`config.mk`:
```
export PLATFORM = sky130hd
export DESIGN_NAME = pcie_axil_bridge
export DESIGN_NICKNAME = d
export VERILOG_FILES = /design/src/rtl/pxb_pkg.sv /design/src/rtl/pxb_decode.sv /design/src/rtl/pxb_cpl_out.sv /design/src/rtl/pxb_ctrl.sv /design/src/rtl/pcie_axil_bridge.sv
export SDC_FILE = /design/constraint.sdc
export NUM_CORES = 1
export LEC_CHECK = 0
export ABC_CLOCK_PERIOD_IN_PS = 4900
export BUFFER_PORTS_ARGS = -buffer_cell sky130_fd_sc_hd__buf_2
export CAP_MARGIN = 0
export CORE_ASPECT_RATIO = 2
export CORE_MARGIN = 10
export CORE_UTILIZATION = 30
export DETAILED_ROUTE_END_ITERATION = 10
export PLACE_DENSITY_LB_ADDON = 0.3
export SLEW_MARGIN = 10
export SYNTH_ARGS = -nofsm -noshare
export SYNTH_HDL_FRONTEND = slang
export SYNTH_HIERARCHICAL = 1
export SYNTH_SLANG_ARGS = --single-unit
```
`constraint.sdc`:
```
create_clock -name clk -period 4.9 [get_ports clk]
set_clock_uncertainty 0.05 [all_clocks]
set_input_delay 0.98 -clock clk [delete_from_list [all_inputs] [get_ports clk]]
set_output_delay 0.98 -clock clk [all_outputs]
set_load 0.01 [all_outputs]
```
`src/rtl/pxb_pkg.sv`:
```
package pxb_pkg;
  typedef enum logic [1:0] {
    REQ_MEM_RD = 2'd0,
    REQ_MEM_WR = 2'd1,
    REQ_IO_RD  = 2'd2,
    REQ_IO_WR  = 2'd3
  } req_kind_e;

  typedef enum logic [2:0] {
    ST_IDLE,
    ST_WRITE,
    ST_BRESP,
    ST_RADDR,
    ST_RDATA,
    ST_CPL
  } ctrl_state_e;

  localparam logic [2:0] CPL_SC = 3'b000;
  localparam logic [2:0] CPL_CA = 3'b100;
  localparam logic [1:0] AXRESP_OKAY = 2'b00;
endpackage

```
`src/rtl/pxb_decode.sv`:
```
module pxb_decode #(
  parameter int LEN_W = 11
) (
  input  logic [1:0]       kind,
  input  logic [LEN_W-1:0] len,
  output logic             is_write,
  output logic             is_posted,
  output logic             single_dw
);
  import pxb_pkg::*;

  localparam logic [LEN_W-1:0] ONE_DW = LEN_W'(1);

  always_comb begin
    is_write  = (kind == REQ_MEM_WR) || (kind == REQ_IO_WR);
    is_posted = (kind == REQ_MEM_WR);
    single_dw = (len == ONE_DW);
  end
endmodule

```
`src/rtl/pxb_cpl_out.sv`:
```
module pxb_cpl_out #(
  parameter int TAG_W = 8
) (
  input  logic             clk,
  input  logic             rst_n,
  input  logic             load,
  input  logic [TAG_W-1:0] ld_tag,
  input  logic [2:0]       ld_status,
  input  logic             ld_has_data,
  input  logic [31:0]      ld_data,
  input  logic [15:0]      cfg_cid,
  input  logic             cpl_ready,
  output logic             cpl_valid,
  output logic [TAG_W-1:0] cpl_tag,
  output logic [2:0]       cpl_status,
  output logic             cpl_has_data,
  output logic [31:0]      cpl_data,
  output logic [15:0]      cpl_cid,
  output logic             cpl_done
);
  logic             valid_d;
  logic             fld_en;

  assign cpl_done = cpl_valid && cpl_ready;

  always_comb begin
    fld_en  = load;
    valid_d = cpl_valid;
    if (cpl_done) valid_d = 1'b0;
    if (load)     valid_d = 1'b1;
  end

  always_ff @(posedge clk or negedge rst_n) begin
    if (!rst_n) cpl_valid <= 1'b0;
    else        cpl_valid <= valid_d;
  end

  always_ff @(posedge clk or negedge rst_n) begin
    if (!rst_n) begin
      cpl_tag      <= '0;
      cpl_status   <= '0;
      cpl_has_data <= 1'b0;
      cpl_data     <= '0;
      cpl_cid      <= '0;
    end else if (fld_en) begin
      cpl_tag      <= ld_tag;
      cpl_status   <= ld_status;
      cpl_has_data <= ld_has_data;
      cpl_data     <= ld_data;
      cpl_cid      <= cfg_cid;
    end
  end

  assert_cpl_hold_R11: assert property (@(posedge clk) disable iff (!rst_n)
    (cpl_valid && !cpl_ready) |=> (cpl_valid && $stable(cpl_tag) && $stable(cpl_status)
      && $stable(cpl_data) && $stable(cpl_has_data) && $stable(cpl_cid)));
endmodule

```
`src/rtl/pxb_ctrl.sv`:
```
module pxb_ctrl #(
  parameter int         ADDR_W = 32,
  parameter int         TAG_W  = 8,
  parameter logic [2:0] PROT   = 3'b010
) (
  input  logic              clk,
  input  logic              rst_n,
  input  logic              req_valid,
  output logic              req_ready,
  input  logic [ADDR_W-1:0] req_addr,
  input  logic [3:0]        req_be,
  input  logic [TAG_W-1:0]  req_tag,
  input  logic [31:0]       req_data,
  input  logic              dec_write,
  input  logic              dec_posted,
  input  logic              dec_single,
  output logic [ADDR_W-1:0] m_awaddr,
  output logic [2:0]        m_awprot,
  output logic              m_awvalid,
  input  logic              m_awready,
  output logic [31:0]       m_wdata,
  output logic [3:0]        m_wstrb,
  output logic              m_wvalid,
  input  logic              m_wready,
  input  logic [1:0]        m_bresp,
  input  logic              m_bvalid,
  output logic              m_bready,
  output logic [ADDR_W-1:0] m_araddr,
  output logic [2:0]        m_arprot,
  output logic              m_arvalid,
  input  logic              m_arready,
  input  logic [31:0]       m_rdata,
  input  logic [1:0]        m_rresp,
  input  logic              m_rvalid,
  output logic              m_rready,
  output logic              cpl_load,
  output logic [TAG_W-1:0]  cpl_ld_tag,
  output logic [2:0]        cpl_ld_status,
  output logic              cpl_ld_has_data,
  output logic [31:0]       cpl_ld_data,
  input  logic              cpl_done,
  output logic              err_cor,
  output logic              err_uncor
);
  import pxb_pkg::*;

  localparam logic [ADDR_W-1:0] ALIGN_MASK = ~ADDR_W'(3);

  ctrl_state_e        state_q, state_d;
  logic               aw_pend_q, aw_pend_d;
  logic               w_pend_q, w_pend_d;
  logic [ADDR_W-1:0]  addr_q, addr_d;
  logic [31:0]        data_q, data_d;
  logic [3:0]         be_q, be_d;
  logic [TAG_W-1:0]   tag_q, tag_d;
  logic               posted_q, posted_d;
  logic               cor_d, uncor_d;
  logic               accept;

  assign req_ready = (state_q == ST_IDLE);
  assign accept    = req_valid && req_ready;
  assign m_awaddr  = addr_q;
  assign m_araddr  = addr_q;
  assign m_awprot  = PROT;
  assign m_arprot  = PROT;
  assign m_wdata   = data_q;
  assign m_wstrb   = be_q;
  assign m_awvalid = (state_q == ST_WRITE) && aw_pend_q;
  assign m_wvalid  = (state_q == ST_WRITE) && w_pend_q;
  assign m_bready  = (state_q == ST_BRESP);
  assign m_arvalid = (state_q == ST_RADDR);
  assign m_rready  = (state_q == ST_RDATA);

  always_comb begin
    state_d         = state_q;
    aw_pend_d       = aw_pend_q;
    w_pend_d        = w_pend_q;
    addr_d          = addr_q;
    data_d          = data_q;
    be_d            = be_q;
    tag_d           = tag_q;
    posted_d        = posted_q;
    cor_d           = 1'b0;
    uncor_d         = 1'b0;
    cpl_load        = 1'b0;
    cpl_ld_tag      = tag_q;
    cpl_ld_status   = CPL_SC;
    cpl_ld_has_data = 1'b0;
    cpl_ld_data     = '0;
    unique case (state_q)
      ST_IDLE: begin
        if (accept) begin
          addr_d   = req_addr & ALIGN_MASK;
          data_d   = req_data;
          be_d     = req_be;
          tag_d    = req_tag;
          posted_d = dec_posted;
          if (!dec_single) begin
            if (dec_posted) begin
              uncor_d = 1'b1;
            end else begin
              cor_d         = 1'b1;
              cpl_load      = 1'b1;
              cpl_ld_tag    = req_tag;
              cpl_ld_status = CPL_CA;
              state_d       = ST_CPL;
            end
          end else if (dec_write) begin
            aw_pend_d = 1'b1;
            w_pend_d  = 1'b1;
            state_d   = ST_WRITE;
          end else begin
            state_d = ST_RADDR;
          end
        end
      end
      ST_WRITE: begin
        if (m_awready) aw_pend_d = 1'b0;
        if (m_wready)  w_pend_d  = 1'b0;
        if (!aw_pend_d && !w_pend_d) state_d = ST_BRESP;
      end
      ST_BRESP: begin
        if (m_bvalid) begin
          if (posted_q) begin
            state_d = ST_IDLE;
          end else begin
            cpl_load      = 1'b1;
            cpl_ld_status = (m_bresp == AXRESP_OKAY) ? CPL_SC : CPL_CA;
            state_d       = ST_CPL;
          end
        end
      end
      ST_RADDR: begin
        if (m_arready) state_d = ST_RDATA;
      end
      ST_RDATA: begin
        if (m_rvalid) begin
          cpl_load        = 1'b1;
          cpl_ld_status   = (m_rresp == AXRESP_OKAY) ? CPL_SC : CPL_CA;
          cpl_ld_has_data = 1'b1;
          cpl_ld_data     = m_rdata;
          state_d         = ST_CPL;
        end
      end
      ST_CPL: begin
        if (cpl_done) state_d = ST_IDLE;
      end
      default: state_d = ST_IDLE;
    endcase
  end

  always_ff @(posedge clk or negedge rst_n) begin
    if (!rst_n) begin
      state_q   <= ST_IDLE;
      aw_pend_q <= 1'b0;
      w_pend_q  <= 1'b0;
      err_cor   <= 1'b0;
      err_uncor <= 1'b0;
    end else begin
      state_q   <= state_d;
      aw_pend_q <= aw_pend_d;
      w_pend_q  <= w_pend_d;
      err_cor   <= cor_d;
      err_uncor <= uncor_d;
    end
  end

  always_ff @(posedge clk or negedge rst_n) begin
    if (!rst_n) begin
      addr_q   <= '0;
      data_q   <= '0;
      be_q     <= '0;
      tag_q    <= '0;
      posted_q <= 1'b0;
    end else if (accept) begin
      addr_q   <= addr_d;
      data_q   <= data_d;
      be_q     <= be_d;
      tag_q    <= tag_d;
      posted_q <= posted_d;
    end
  end

  assert_aw_hold_R3: assert property (@(posedge clk) disable iff (!rst_n)
    (m_awvalid && !m_awready) |=> (m_awvalid && $stable(m_awaddr)));
  assert_w_hold_R3: assert property (@(posedge clk) disable iff (!rst_n)
    (m_wvalid && !m_wready) |=> (m_wvalid && $stable(m_wdata) && $stable(m_wstrb)));
  assert_no_mixed_access_R2: assert property (@(posedge clk) disable iff (!rst_n)
    !((m_awvalid || m_wvalid || m_bready) && (m_arvalid || m_rready)));
  assert_addr_aligned_R2: assert property (@(posedge clk) disable iff (!rst_n)
    (m_awvalid || m_arvalid) |-> (m_awaddr[1:0] == 2'b00));
endmodule

```
`src/rtl/pcie_axil_bridge.sv`:
```
module pcie_axil_bridge #(
  parameter int         ADDR_W = 32,
  parameter int         LEN_W  = 11,
  parameter int         TAG_W  = 8,
  parameter logic [2:0] PROT   = 3'b010
) (
  input  logic              clk,
  input  logic              rst_n,
  input  logic [15:0]       cfg_cid,
  input  logic              req_valid,
  output logic              req_ready,
  input  logic [1:0]        req_kind,
  input  logic [ADDR_W-1:0] req_addr,
  input  logic [LEN_W-1:0]  req_len,
  input  logic [3:0]        req_be,
  input  logic [TAG_W-1:0]  req_tag,
  input  logic [31:0]       req_data,
  output logic              cpl_valid,
  input  logic              cpl_ready,
  output logic [TAG_W-1:0]  cpl_tag,
  output logic [2:0]        cpl_status,
  output logic              cpl_has_data,
  output logic [31:0]       cpl_data,
  output logic [15:0]       cpl_cid,
  output logic [ADDR_W-1:0] m_awaddr,
  output logic [2:0]        m_awprot,
  output logic              m_awvalid,
  input  logic              m_awready,
  output logic [31:0]       m_wdata,
  output logic [3:0]        m_wstrb,
  output logic              m_wvalid,
  input  logic              m_wready,
  input  logic [1:0]        m_bresp,
  input  logic              m_bvalid,
  output logic              m_bready,
  output logic [ADDR_W-1:0] m_araddr,
  output logic [2:0]        m_arprot,
  output logic              m_arvalid,
  input  logic              m_arready,
  input  logic [31:0]       m_rdata,
  input  logic [1:0]        m_rresp,
  input  logic              m_rvalid,
  output logic              m_rready,
  output logic              err_cor,
  output logic              err_uncor
);
  import pxb_pkg::*;

  logic             dec_write, dec_posted, dec_single;
  logic             cpl_load, cpl_ld_has_data, cpl_done;
  logic [TAG_W-1:0] cpl_ld_tag;
  logic [2:0]       cpl_ld_status;
  logic [31:0]      cpl_ld_data;

  pxb_decode #(.LEN_W(LEN_W)) u_decode (
    .kind(req_kind), .len(req_len),
    .is_write(dec_write), .is_posted(dec_posted), .single_dw(dec_single)
  );

  pxb_ctrl #(.ADDR_W(ADDR_W), .TAG_W(TAG_W), .PROT(PROT)) u_ctrl (
    .clk(clk), .rst_n(rst_n),
    .req_valid(req_valid), .req_ready(req_ready), .req_addr(req_addr),
    .req_be(req_be), .req_tag(req_tag), .req_data(req_data),
    .dec_write(dec_write), .dec_posted(dec_posted), .dec_single(dec_single),
    .m_awaddr(m_awaddr), .m_awprot(m_awprot), .m_awvalid(m_awvalid), .m_awready(m_awready),
    .m_wdata(m_wdata), .m_wstrb(m_wstrb), .m_wvalid(m_wvalid), .m_wready(m_wready),
    .m_bresp(m_bresp), .m_bvalid(m_bvalid), .m_bready(m_bready),
    .m_araddr(m_araddr), .m_arprot(m_arprot), .m_arvalid(m_arvalid), .m_arready(m_arready),
    .m_rdata(m_rdata), .m_rresp(m_rresp), .m_rvalid(m_rvalid), .m_rready(m_rready),
    .cpl_load(cpl_load), .cpl_ld_tag(cpl_ld_tag), .cpl_ld_status(cpl_ld_status),
    .cpl_ld_has_data(cpl_ld_has_data), .cpl_ld_data(cpl_ld_data), .cpl_done(cpl_done),
    .err_cor(err_cor), .err_uncor(err_uncor)
  );

  pxb_cpl_out #(.TAG_W(TAG_W)) u_cpl (
    .clk(clk), .rst_n(rst_n), .load(cpl_load),
    .ld_tag(cpl_ld_tag), .ld_status(cpl_ld_status), .ld_has_data(cpl_ld_has_data),
    .ld_data(cpl_ld_data), .cfg_cid(cfg_cid), .cpl_ready(cpl_ready),
    .cpl_valid(cpl_valid), .cpl_tag(cpl_tag), .cpl_status(cpl_status),
    .cpl_has_data(cpl_has_data), .cpl_data(cpl_data), .cpl_cid(cpl_cid),
    .cpl_done(cpl_done)
  );

  assert_one_inflight_R10: assert property (@(posedge clk) disable iff (!rst_n)
    (m_awvalid || m_wvalid || m_arvalid || m_bready || m_rready || cpl_valid) |-> !req_ready);
  assert_uncor_quiet_R8: assert property (@(posedge clk) disable iff (!rst_n)
    err_uncor |-> (!m_awvalid && !m_arvalid && !cpl_valid && !err_cor));
  assert_cor_abort_R9: assert property (@(posedge clk) disable iff (!rst_n)
    err_cor |-> (cpl_valid && cpl_status == CPL_CA && !cpl_has_data));
endmodule

```
==> reports/qor.txt, run 1 <==
run status - finished clean
Die ar. - 0.02851 mm^2
antenna violations before repair - 2
post-route setup slack - 1.751 ns
cell total after placement - 1125
largest area contributor in the netlist - dfrtp_1
ratio of cells with drive above 1 in the final layout - 0.4785
Site Rows - 76
Hold WC Path Type - register to register
distinct cell type count of the synthesized netlist - 34
worst-case setup slack after placement - 1.376 ns
total negative slack - 0 ns
clock tree from TritonCTS - built
Setup Crit Path Kind - register to primary output
most frequently used cell type in the post-synthesis netlist - nand2_1
number of flops mapped to enable cells by yosys - 0
drc violations - 0
portion of the clock cycle consumed by the worst path in the final layout - 0.6426
total of cells resized after clock tree synthesis - 0
Least-Margin Pin Slew - 0.9794 ns
Wirelength per Cell - 17.30 um
final setup violating endpoints - 0
largest driver fanout on the critical path - 23
clock buffer count from CTS - 17
number of buffers inserted by post-CTS setup repair - 0
average vias per placed instance - 4.330
fraction of power spent switching nets - 0.3582
netlist area before placement - 0.006551 mm^2
multiplexer share of the synthesized area - 0.1595
pin count of the biggest net entering global routing - 95
synthesized instance count - 599
remaining antenna violation count after routing - 0
final instance count without filler cells - 1159
RSZ-0062 raised after global routing - no
CTS H-Tree Depth - 4
aggregate routed wire length - 20.06 mm
net switching power - 2040 uW
number of top-level pins - 325
share of the yosys chip area belonging to registers - 0.5462
total half-perimeter wirelength after legalization and detailed placement - 15.15 mm
chip height - 229.0 um
number of synthesized register bits - 143
internal power of the cells - 3656 uW
vias post-DR - 5019
quantity of hold-fixing buffers added after cts - 0
clock sinks - 143
multi-input combinational cell area - 0.002426 mm^2
number of warnings reported in the yosys synthesis log - 6
number of global-route vias before repair - 5510
count of pins over their slew limit - 0
max-slew headroom at the worst pin - 0.3470
wire length of the first global-routing pass - 31.75 mm
Most used DFF post-synth - dfrtp_1
fraction of power consumed by the clock network - 0.241
sequential cell area - 0.003578 mm^2
layout overhead on the synthesized area - 31.59%
Pre-Repair DR Iteration Count - 4
number of buffers inserted by port buffering - 312
number of hold-slack violations in the final timing report - 0
Clock transition at path regs - 0.06 ns
cell at the root of the clock tree - clkbuf_16
initial detailed-routing violation count - 202
main combinational cell family by area after synthesis - simple AND/OR/NAND/NOR gates
max frequency - 317.6 MHz
overall die width - 124.5 um
GR Overflow Total - 0
static power due to leakage - 0.005033 uW
Sequential Power Share - 0.355
clock insertion delay at the later pin of the skew report - 0.43 ns
area share of the leading cell type in the synthesized netlist - 0.5462
Critical Path RT - 3.87 ns
largest cells by area after synthesis - dfrtp_1 (55%), mux2_4 (15%), nand2_1 (13%), buf_4 (4.8%), and3_1 (3.3%)
adder and majority cell fraction of the synthesized area - 0
Synth Area in Simple Gates - 0.1891
CP Data Arrival Time - 2.12 ns
xor and xnor fraction of the mapped netlist area - 0
mean cell area of the mapped netlist - 10.94 um^2
ys async rst share - 1.000
placeable core area - 0.02149 mm^2
critical path endpoint category - primary output
Starting Density - 0.3048
post-layout net count - 1021
proportion of power drawn by combinational gates - 0.404
max-capacitance violation count - 0
GRT Total Usage - 0.1407
fill count - 2186
power density over the cells - 660.7 mW/mm^2
maximum buffer depth of the clock tree - 2
post-layout min period - 3.149 ns
Critical Path Source Type - register
maximum vdd ir drop - 0.2639 mV
compound-gate portion of the synthesized area - 0.01394
commonest cells in the synthesized netlist - nand2_1 (228), dfrtp_1 (143), mux2_4 (66)
routability congestion estimate - 0.8192
[final cells by class]
class                      instances  area share
antenna                            2   0.0005806
clock buffer                      23     0.05776
clock inverter                     9     0.01495
inverter                           6    0.002612
multi-input combinational        384      0.2814
sequential                       143      0.4151
tap                              273     0.03962
timing repair buffer             319      0.1880
[kinds of logic (layout without fill, tap and decap cells)]
group / count (synthesis) / after routing
and+or+nand+nor: 287 / 287
buffers and inverters: 82 / 357
DFF: 143 / 143
AOI/OAI and AO/OA: 14 / 14
other: 2 / 14
muxes: 71 / 71
[power groups by stage]
stage | Clock [uW] | Sequential [uW] | Combinational, uW
finish | 1370 | 2020 | 2300
global route | 1460 | 2100 | 2530
CTS | 1420 | 2030 | 2370
detailed placement | 0 | 2040 | 2360
global placement | 0 | 2030 | 2330
floorplan | 0 | 2210 | 1450
[per-stage QoR]
step | total power, uW | hold slack [ns] | instance area (um^2) | util
CTS | 5818 | 0.4217 | 8616 | 0.4009
global route | 6092 | 0.4381 | 8618 | 0.4010
global placement | 4360 | 0.4027 | 7989 | 0.3717
floorplan | 3658 | 0.3901 | 6589 | -
detailed placement | 4403 | 0.4069 | 7989 | 0.3717
finish | 5696 | 0.4180 | 8621 | 0.4011
[state kept, by name, indices dropped and copies added, names as in the netlist, 3 cells and up]
register and cells:
u_ctrl/state_q 3, u_cpl/cpl_data 32, u_cpl/cpl_status 3, u_cpl/cpl_tag 8, u_ctrl/m_wdata 32, u_cpl/cpl_cid 16, u_ctrl/tag_q 8, u_ctrl/m_wstrb 4
u_ctrl/m_araddr 30
[critical path, cell delays in order (launching register included)]
cell,delay [ns]
dfrtp_1,0.50
nor3b_2,0.65
buf_4,0.36
buf_2,0.17
[metal layers]
layer	vias to the layer above	GRT usage	part of all wire
met4	0	0.06181	0.022
met5	-	0	0
li1	2416	-	-
met1	2397	0.1501	0.39
met3	23	0.04904	0.063
met2	183	0.2442	0.52
[final timing paths]
check,start,endpoint,slack [ns],cells past startpoint
setup / recovery,u_ctrl/state_q[0],m_rready,1.75,3
hold / removal,u_ctrl/m_wdata[20],u_ctrl/m_wdata[20],0.42,2
setup reg to reg,u_ctrl/state_q[0],u_cpl/cpl_cid[0],1.96,6
hold reg to reg,u_ctrl/m_wdata[20],u_ctrl/m_wdata[20],0.42,2
min in group asynchronous,rst_n,u_cpl/cpl_data[14],0.55,1
max in group asynchronous,rst_n,u_ctrl/m_araddr[3],3.19,2
[placed cells by master (no fill, tap or decap), types with 2 or more instances in the layout]
cell type and n:
or3_1 2, buf_2 311, and3_1 35, nand2_1 228, clkbuf_16 17, mux2_4 66
inv_1 6, conb_1 12, clkbuf_8 5, a32o_1 2, nor2b_1 4, nor3b_1 2
a21oi_1 3, nand3b_1 2, clkinvlp_4 2, diode_2 2, and2_1 4, o21ai_0 5
bufinv_16 3, mux2_2 3, clkinv_2 3, buf_4 7, dfrtp_1 143, mux2i_1 2
No activity file was read; power rests on OpenSTA's default activity.
==> inputs of run 2 (changes only) <==
ABC_CLOCK_PERIOD_IN_PS = 2900   (was 4900)
clock period = 2.9 ns   (was 4.9 ns; I/O delays follow)
==> run 2 against run 1 <==
Compared with the run above: worst hold slack got worse by 0.35 ns; die area stayed put; first-iteration DRC count increased by 4.0%; sequential power grew 69%; clock power rose by 65%; register-to-register slack worse by 1.4 ns; largest power group unchanged; highest routed layer unchanged.
==> reports/qor.txt, run 2 (same netlist as run 1, synthesis figures left out) <==
run status - finished clean (unchanged)
Least-Margin Pin Slew - 0.8351 ns (was 0.9794 ns)
layout overhead on the synthesized area - 32.62% (was 31.59%)
uppermost signal routing layer after detailed routing - met4 (unchanged)
wire length of the first global-routing pass - 31.77 mm (was 31.75 mm)
clock insertion delay at the later pin of the skew report - 0.43 ns (about the same)
Critical Path RT - 2.27 ns (was 3.87 ns)
net switching power - 3474 uW (was 2040 uW)
CP Data Arrival Time - 1.95 ns (was 2.12 ns)
max-capacitance violation count - 0 (unchanged)
overall die width - 124.5 um (unchanged)
sequential cell area - 0.003578 mm^2 (unchanged)
critical path endpoint category - primary output (unchanged)
fraction of power spent switching nets - 0.3605 (was 0.3582)
maximum vdd ir drop - 0.5088 mV (was 0.2639 mV)
post-layout instance area - 0.008688 mm^2 (was 0.008621 mm^2)
most frequent cells in the layout - buf_2 (311), nand2_1 (228), dfrtp_1 (143) (unchanged)
total half-perimeter wirelength after legalization and detailed placement - 15.00 mm (was 15.15 mm)
most common library cell in the layout ignoring fill and taps - buf_2 (unchanged)
vias post-DR - 5047 (was 5019)
Pre-Repair DR Iteration Count - 6 (was 4)
total negative slack - 0 ns (unchanged)
aggregate routed wire length - 20.18 mm (was 20.06 mm)
count of pins over their slew limit - 0 (unchanged)
Sequential Power Share - 0.355 (about the same)
number of top-level pins - 325 (unchanged)
static power due to leakage - 0.005071 uW (was 0.005033 uW)
fill count - 2178 (was 2186)
average vias per placed instance - 4.328 (was 4.330)
clock sinks - 143 (unchanged)
Die ar. - 0.02851 mm^2 (unchanged)
met3 wire length - 1.323 mm (was 1.256 mm)
proportion of power drawn by combinational gates - 0.410 (was 0.404)
clock buffer count from CTS - 17 (unchanged)
number of buffers inserted by port buffering - 312 (unchanged)
cell at the root of the clock tree - clkbuf_16 (unchanged)
Wirelength per Cell - 17.31 um (was 17.30 um)
number of buffers inserted by post-CTS setup repair - 0 (unchanged)
worst-case setup slack after placement - 0.4271 ns (was 1.376 ns)
largest driver fanout on the critical path - 9 (was 23)
RSZ-0062 raised after global routing - no (unchanged)
met2 WL - 10.30 mm (was 10.44 mm)
quantity of hold-fixing buffers added after cts - 0 (unchanged)
post-route setup slack - 0.3172 ns (was 1.751 ns)
routability congestion estimate - 0.7994 (was 0.8192)
multi-input combinational cell area - 0.002426 mm^2 (unchanged)
post-layout min period - 2.583 ns
fraction of power consumed by the clock network - 0.235 (was 0.241)
Routed met1 length - 8.003 mm (was 7.920 mm)
drc violations - 0 (unchanged)
post-layout net count - 1027 (was 1021)
max-slew headroom at the worst pin - 0.4433 (was 0.3470)
chip height - 229.0 um (unchanged)
final setup violating endpoints - 0 (unchanged)
Site Rows - 76 (unchanged)
antenna violations before repair - 3 (was 2)
Hold WC Path Type - input pin to async pin (was register to register)
total of cells resized after clock tree synthesis - 0 (unchanged)
remaining antenna violation count after routing - 0 (unchanged)
GR Overflow Total - 0 (unchanged)
portion of the clock cycle consumed by the worst path in the final layout - 0.8906
Starting Density - 0.3048 (unchanged)
initial detailed-routing violation count - 210 (was 202)
CTS H-Tree Depth - 4 (unchanged)
maximum buffer depth of the clock tree - 2 (unchanged)
GRT Total Usage - 0.1408 (was 0.1407)
ratio of cells with drive above 1 in the final layout - 0.4814 (was 0.4785)
pin count of the biggest net entering global routing - 77 (was 95)
Clock transition at path regs - 0.06 ns (about the same)
power density over the cells - 1109 mW/mm^2 (was 660.7 mW/mm^2)
number of hold-slack violations in the final timing report - 0 (unchanged)
placeable core area - 0.02149 mm^2 (unchanged)
clock tree from TritonCTS - built (unchanged)
max frequency - 387.2 MHz
internal power of the cells - 6163 uW (was 3656 uW)
Setup Crit Path Kind - register to primary output (unchanged)
cell area reported after detailed placement - 0.008071 mm^2 (was 0.007989 mm^2)
Critical Path Source Type - register (unchanged)
number of global-route vias before repair - 5427 (was 5510)
-- run 2: cell type report --
| cell class | count | area share |
|---|---|---|
| diodes | 4 | 0.001152 |
| clock buffers | 21 | 0.05415 |
| clock inverters | 10 | 0.01570 |
| inverters | 6 | 0.002592 |
| multi-input cells | 384 | 0.2792 |
| flip-flops and latches | 143 | 0.4119 |
| well taps | 273 | 0.03931 |
| repair buffers | 325 | 0.1960 |
-- run 2: worst max-delay path: stages (launching register included) --
cell     delay (ns)
dfrtp_1        0.57
nor3b_1        0.60
and2_1         0.21
buf_2          0.13
-- run 2: routing by layer --
layer  vias to the layer above  GRT usage
li1                       2430          -
met1                      2390     0.1603
met2                       202     0.2280
met3                        25    0.05020
met4                         0    0.06986
met5                         -          0
-- run 2: path summary, 6_finish.rpt --
check | to | cells past startpoint | slack (ns) | startpoint
max in group asynchronous | u_ctrl/m_wdata[4] | 2 | 1.94 | rst_n
max | m_wvalid | 3 | 0.32 | u_ctrl/state_q[0]
min reg2reg | u_ctrl/m_wdata[31] | 2 | 0.42 | u_ctrl/m_wdata[31]
min | u_cpl/cpl_data[21] | 1 | 0.06 | rst_n
min in group clk | u_ctrl/m_wstrb[3] | 3 | 0.28 | req_be[3]
max reg2reg | u_cpl/cpl_tag[5] | 6 | 0.60 | u_ctrl/state_q[0]
-- run 2: power groups by stage --
stage / sequential [uW] / clock (uW) / combinational, uW
2_1_floorplan: 3740 / 0 / 2440
3_3_place_gp: 3420 / 0 / 4010
3_5_place_dp: 3430 / 0 / 4050
4_1_cts: 3420 / 2350 / 4060
5_1_grt: 3550 / 2430 / 4340
6_report: 3420 / 2260 / 3950
-- run 2: metrics by stage --
stage               hold slack [ns]  total power, uW  cells  utilization
floorplan                    0.2344             6181    609            -
global placement             0.4037             7425   1131       0.3756
detailed placement           0.4066             7487   1131       0.3756
CTS                         0.07373             9834   1162       0.4038
global route                0.09821            10310   1165       0.4042
finish                      0.06390             9637   1166       0.4043
==> inputs of run 3 (changes only) <==
ABC_CLOCK_PERIOD_IN_PS = 2150   (was 2900)
clock period = 2.15 ns   (was 2.9 ns; I/O delays follow)
==> run 3 against run 2 <==
Compared with the run above: worst hold slack gained 0.059 ns; non-clock buffer count grew 19; global-route usage grew 0.34 points; critical path type unchanged; first-iteration DRC count grew 5.2%; highest routed layer is now met5; critical path depth grew 1; sequential power grew 34%; largest power group unchanged; final cell count grew 1.5%; flip-flop and latch count is the same.
==> reports/qor.txt, run 3 (same netlist as run 1, synthesis figures left out) <==
total negative slack - 0 ns (unchanged)
top cell family by delay on the critical path - flip-flops (was simple AND/OR/NAND/NOR gates)
cell at the root of the clock tree - clkbuf_16 (unchanged)
max-capacitance violation count - 0 (unchanged)
largest driver fanout on the critical path - 6 (was 9)
placeable core area - 0.02149 mm^2 (unchanged)
clock sinks - 143 (unchanged)
critical path's slowest cell - dfrtp_2 (was nor3b_1)
routability congestion estimate - 0.7590 (was 0.7994)
layout overhead on the synthesized area - 36.82% (was 32.62%)
number of global-route vias before repair - 5592 (was 5427)
ratio of cells with drive above 1 in the final layout - 0.4917 (was 0.4814)
pin count of the biggest net entering global routing - 79 (was 77)
max-slew headroom at the worst pin - 0.4588 (was 0.4433)
total half-perimeter wirelength after legalization and detailed placement - 15.61 mm (was 15.00 mm)
clock insertion delay at the later pin of the skew report - 0.44 ns (was 0.43 ns)
portion of the clock cycle consumed by the worst path in the final layout - 0.9620
most common library cell in the layout ignoring fill and taps - buf_2 (unchanged)
Critical Path Source Type - register (unchanged)
Pre-Repair DR Iteration Count - 5 (was 6)
vias post-DR - 5158 (was 5047)
run status - finished clean (unchanged)
max frequency - 483.5 MHz
remaining antenna violation count after routing - 0 (unchanged)
maximum buffer depth of the clock tree - 2 (unchanged)
Hold WC Path Type - input pin to register (was input pin to async pin)
aggregate routed wire length - 20.69 mm (was 20.18 mm)
GRT Total Usage - 0.1442 (was 0.1408)
drc violations - 0 (unchanged)
fill count - 2146 (was 2178)
post-layout min period - 2.068 ns
power density over the cells - 1527 mW/mm^2 (was 1109 mW/mm^2)
critical path endpoint category - primary output (unchanged)
Starting Density - 0.3048 (unchanged)
Site Rows - 76 (unchanged)
overall die width - 124.5 um (unchanged)
final setup violating endpoints - 0 (unchanged)
CP Data Arrival Time - 1.59 ns (was 1.95 ns)
GR Overflow Total - 0 (unchanged)
final core utilization - 0.4171 (was 0.4043)
most frequent cells in the layout - buf_2 (312), nand2_1 (228), dfrtp_1 (142) (was buf_2 (311), nand2_1 (228), dfrtp_1 (143))
maximum vdd ir drop - 0.7165 mV (was 0.5088 mV)
Clock transition at path regs - 0.06 ns (about the same)
post-layout net count - 1046 (was 1027)
Least-Margin Pin Slew - 0.8117 ns (was 0.8351 ns)
slowest cell delay on critical path - 0.42 ns (was 0.60 ns)
initial detailed-routing violation count - 221 (was 210)
number of buffers inserted by port buffering - 312 (unchanged)
wire length of the first global-routing pass - 32.37 mm (was 31.77 mm)
Setup Crit Path Kind - register to primary output (unchanged)
CTS H-Tree Depth - 4 (unchanged)
critical path, cell by cell - buf_4 > nor3b_4 > and2_1 > buf_2 (was nor3b_1 > and2_1 > buf_2)
Tot Pwr - 13690 uW (was 9637 uW)
number of top-level pins - 325 (unchanged)
chip height - 229.0 um (unchanged)
Die ar. - 0.02851 mm^2 (unchanged)
Wirelength per Cell - 17.49 um (was 17.31 um)
number of hold-slack violations in the final timing report - 0 (unchanged)
static power due to leakage - 0.005213 uW (was 0.005071 uW)
clock buffer count from CTS - 17 (unchanged)
count of pins over their slew limit - 0 (unchanged)
worst path buffer plus inverter count - 2 (was 1)
antenna violations before repair - 4 (was 3)
Critical Path RT - 1.67 ns (was 2.27 ns)
clock tree from TritonCTS - built (unchanged)
average vias per placed instance - 4.360 (was 4.328)
==> run 3: changes by cell type in the layout (fill, tap and decap cells not counted), moves of 2 or more <==
cell / delta
buf_4: +10
buf_12: +5
bufinv_16: +3
clkbuf_1: +3
clkbuf_8: -3
diode_2: -3
buf_6: +2
nor3b_4: +2
==> run 3: layer usage <==
| layer | global-route usage | part of all wire |
|---|---|---|
| met1 | 0.1507 | 0.38 |
| met3 | 0.05135 | 0.070 |
| met2 | 0.2495 | 0.52 |
| met5 | 0 | 0.0018 |
| met4 | 0.07096 | 0.029 |
==> run 3: worst reg2reg max path: cells and delay by family, from the launching register on <==
kind                   cells  cell delay (ns)
buffers and inverters      2             0.33
DFF                        1             0.42
muxes                      1             0.33
and+or+nand+nor            4             0.81
==> run 3: metrics by stage <==
step | instances | setup WS, ns | cell area (um^2) | hold WS (ns)
2_1_floorplan | 609 | -0.03112 | 6595 | 0.08441
5_1_grt | 1183 | -0.0009461 | 8964 | 0.1057
4_1_cts | 1180 | 0.006945 | 8942 | 0.08992
6_report | 1183 | 0.08172 | 8964 | 0.1227
3_5_place_dp | 1145 | -0.08260 | 8245 | 0.2306
3_3_place_gp | 1145 | -0.07645 | 8245 | 0.2261
==> run 3: worst paths after layout <==
check	startpoint	to	slack (ns)	cells past startpoint
setup / recovery	u_ctrl/state_q[2]	m_awvalid	0.08	4
hold / removal	req_addr[13]	u_ctrl/m_araddr[13]	0.12	3
setup reg to reg	u_ctrl/state_q[2]	u_cpl/cpl_tag[5]	0.11	7
hold reg to reg	u_ctrl/m_wdata[21]	u_ctrl/m_wdata[21]	0.41	2
max in group asynchronous	rst_n	u_ctrl/m_araddr[30]	1.03	3
min in group asynchronous	rst_n	u_ctrl/m_araddr[12]	0.35	2
==> run 3: area by class of cell <==
cell class	instances	area, um^2	share of cell area
Antenna cell	1	2.502	0.0002792
Clock buffer	21	440.4	0.04913
Clock inverter	11	212.7	0.02373
Inverter	6	22.52	0.002513
Multi-Input combinational cell	384	2449	0.2732
Sequential cell	143	3580	0.3994
Tap cell	273	341.6	0.03811
Timing Repair Buffer	344	1916	0.2137
==> run 3: repair_timing <==
item	in CTS	in global routing
setup endpoints to repair	3	18
hold endpoints to repair	15	0
resized for setup	4	1
cloned	1	0
hold buffers	1	0
setup buffers	1	2
==> run 3: power by group <==
group	internal (uW)	switching, uW
clock network	2170	1160
logic	2860	2930
registers	3870	709
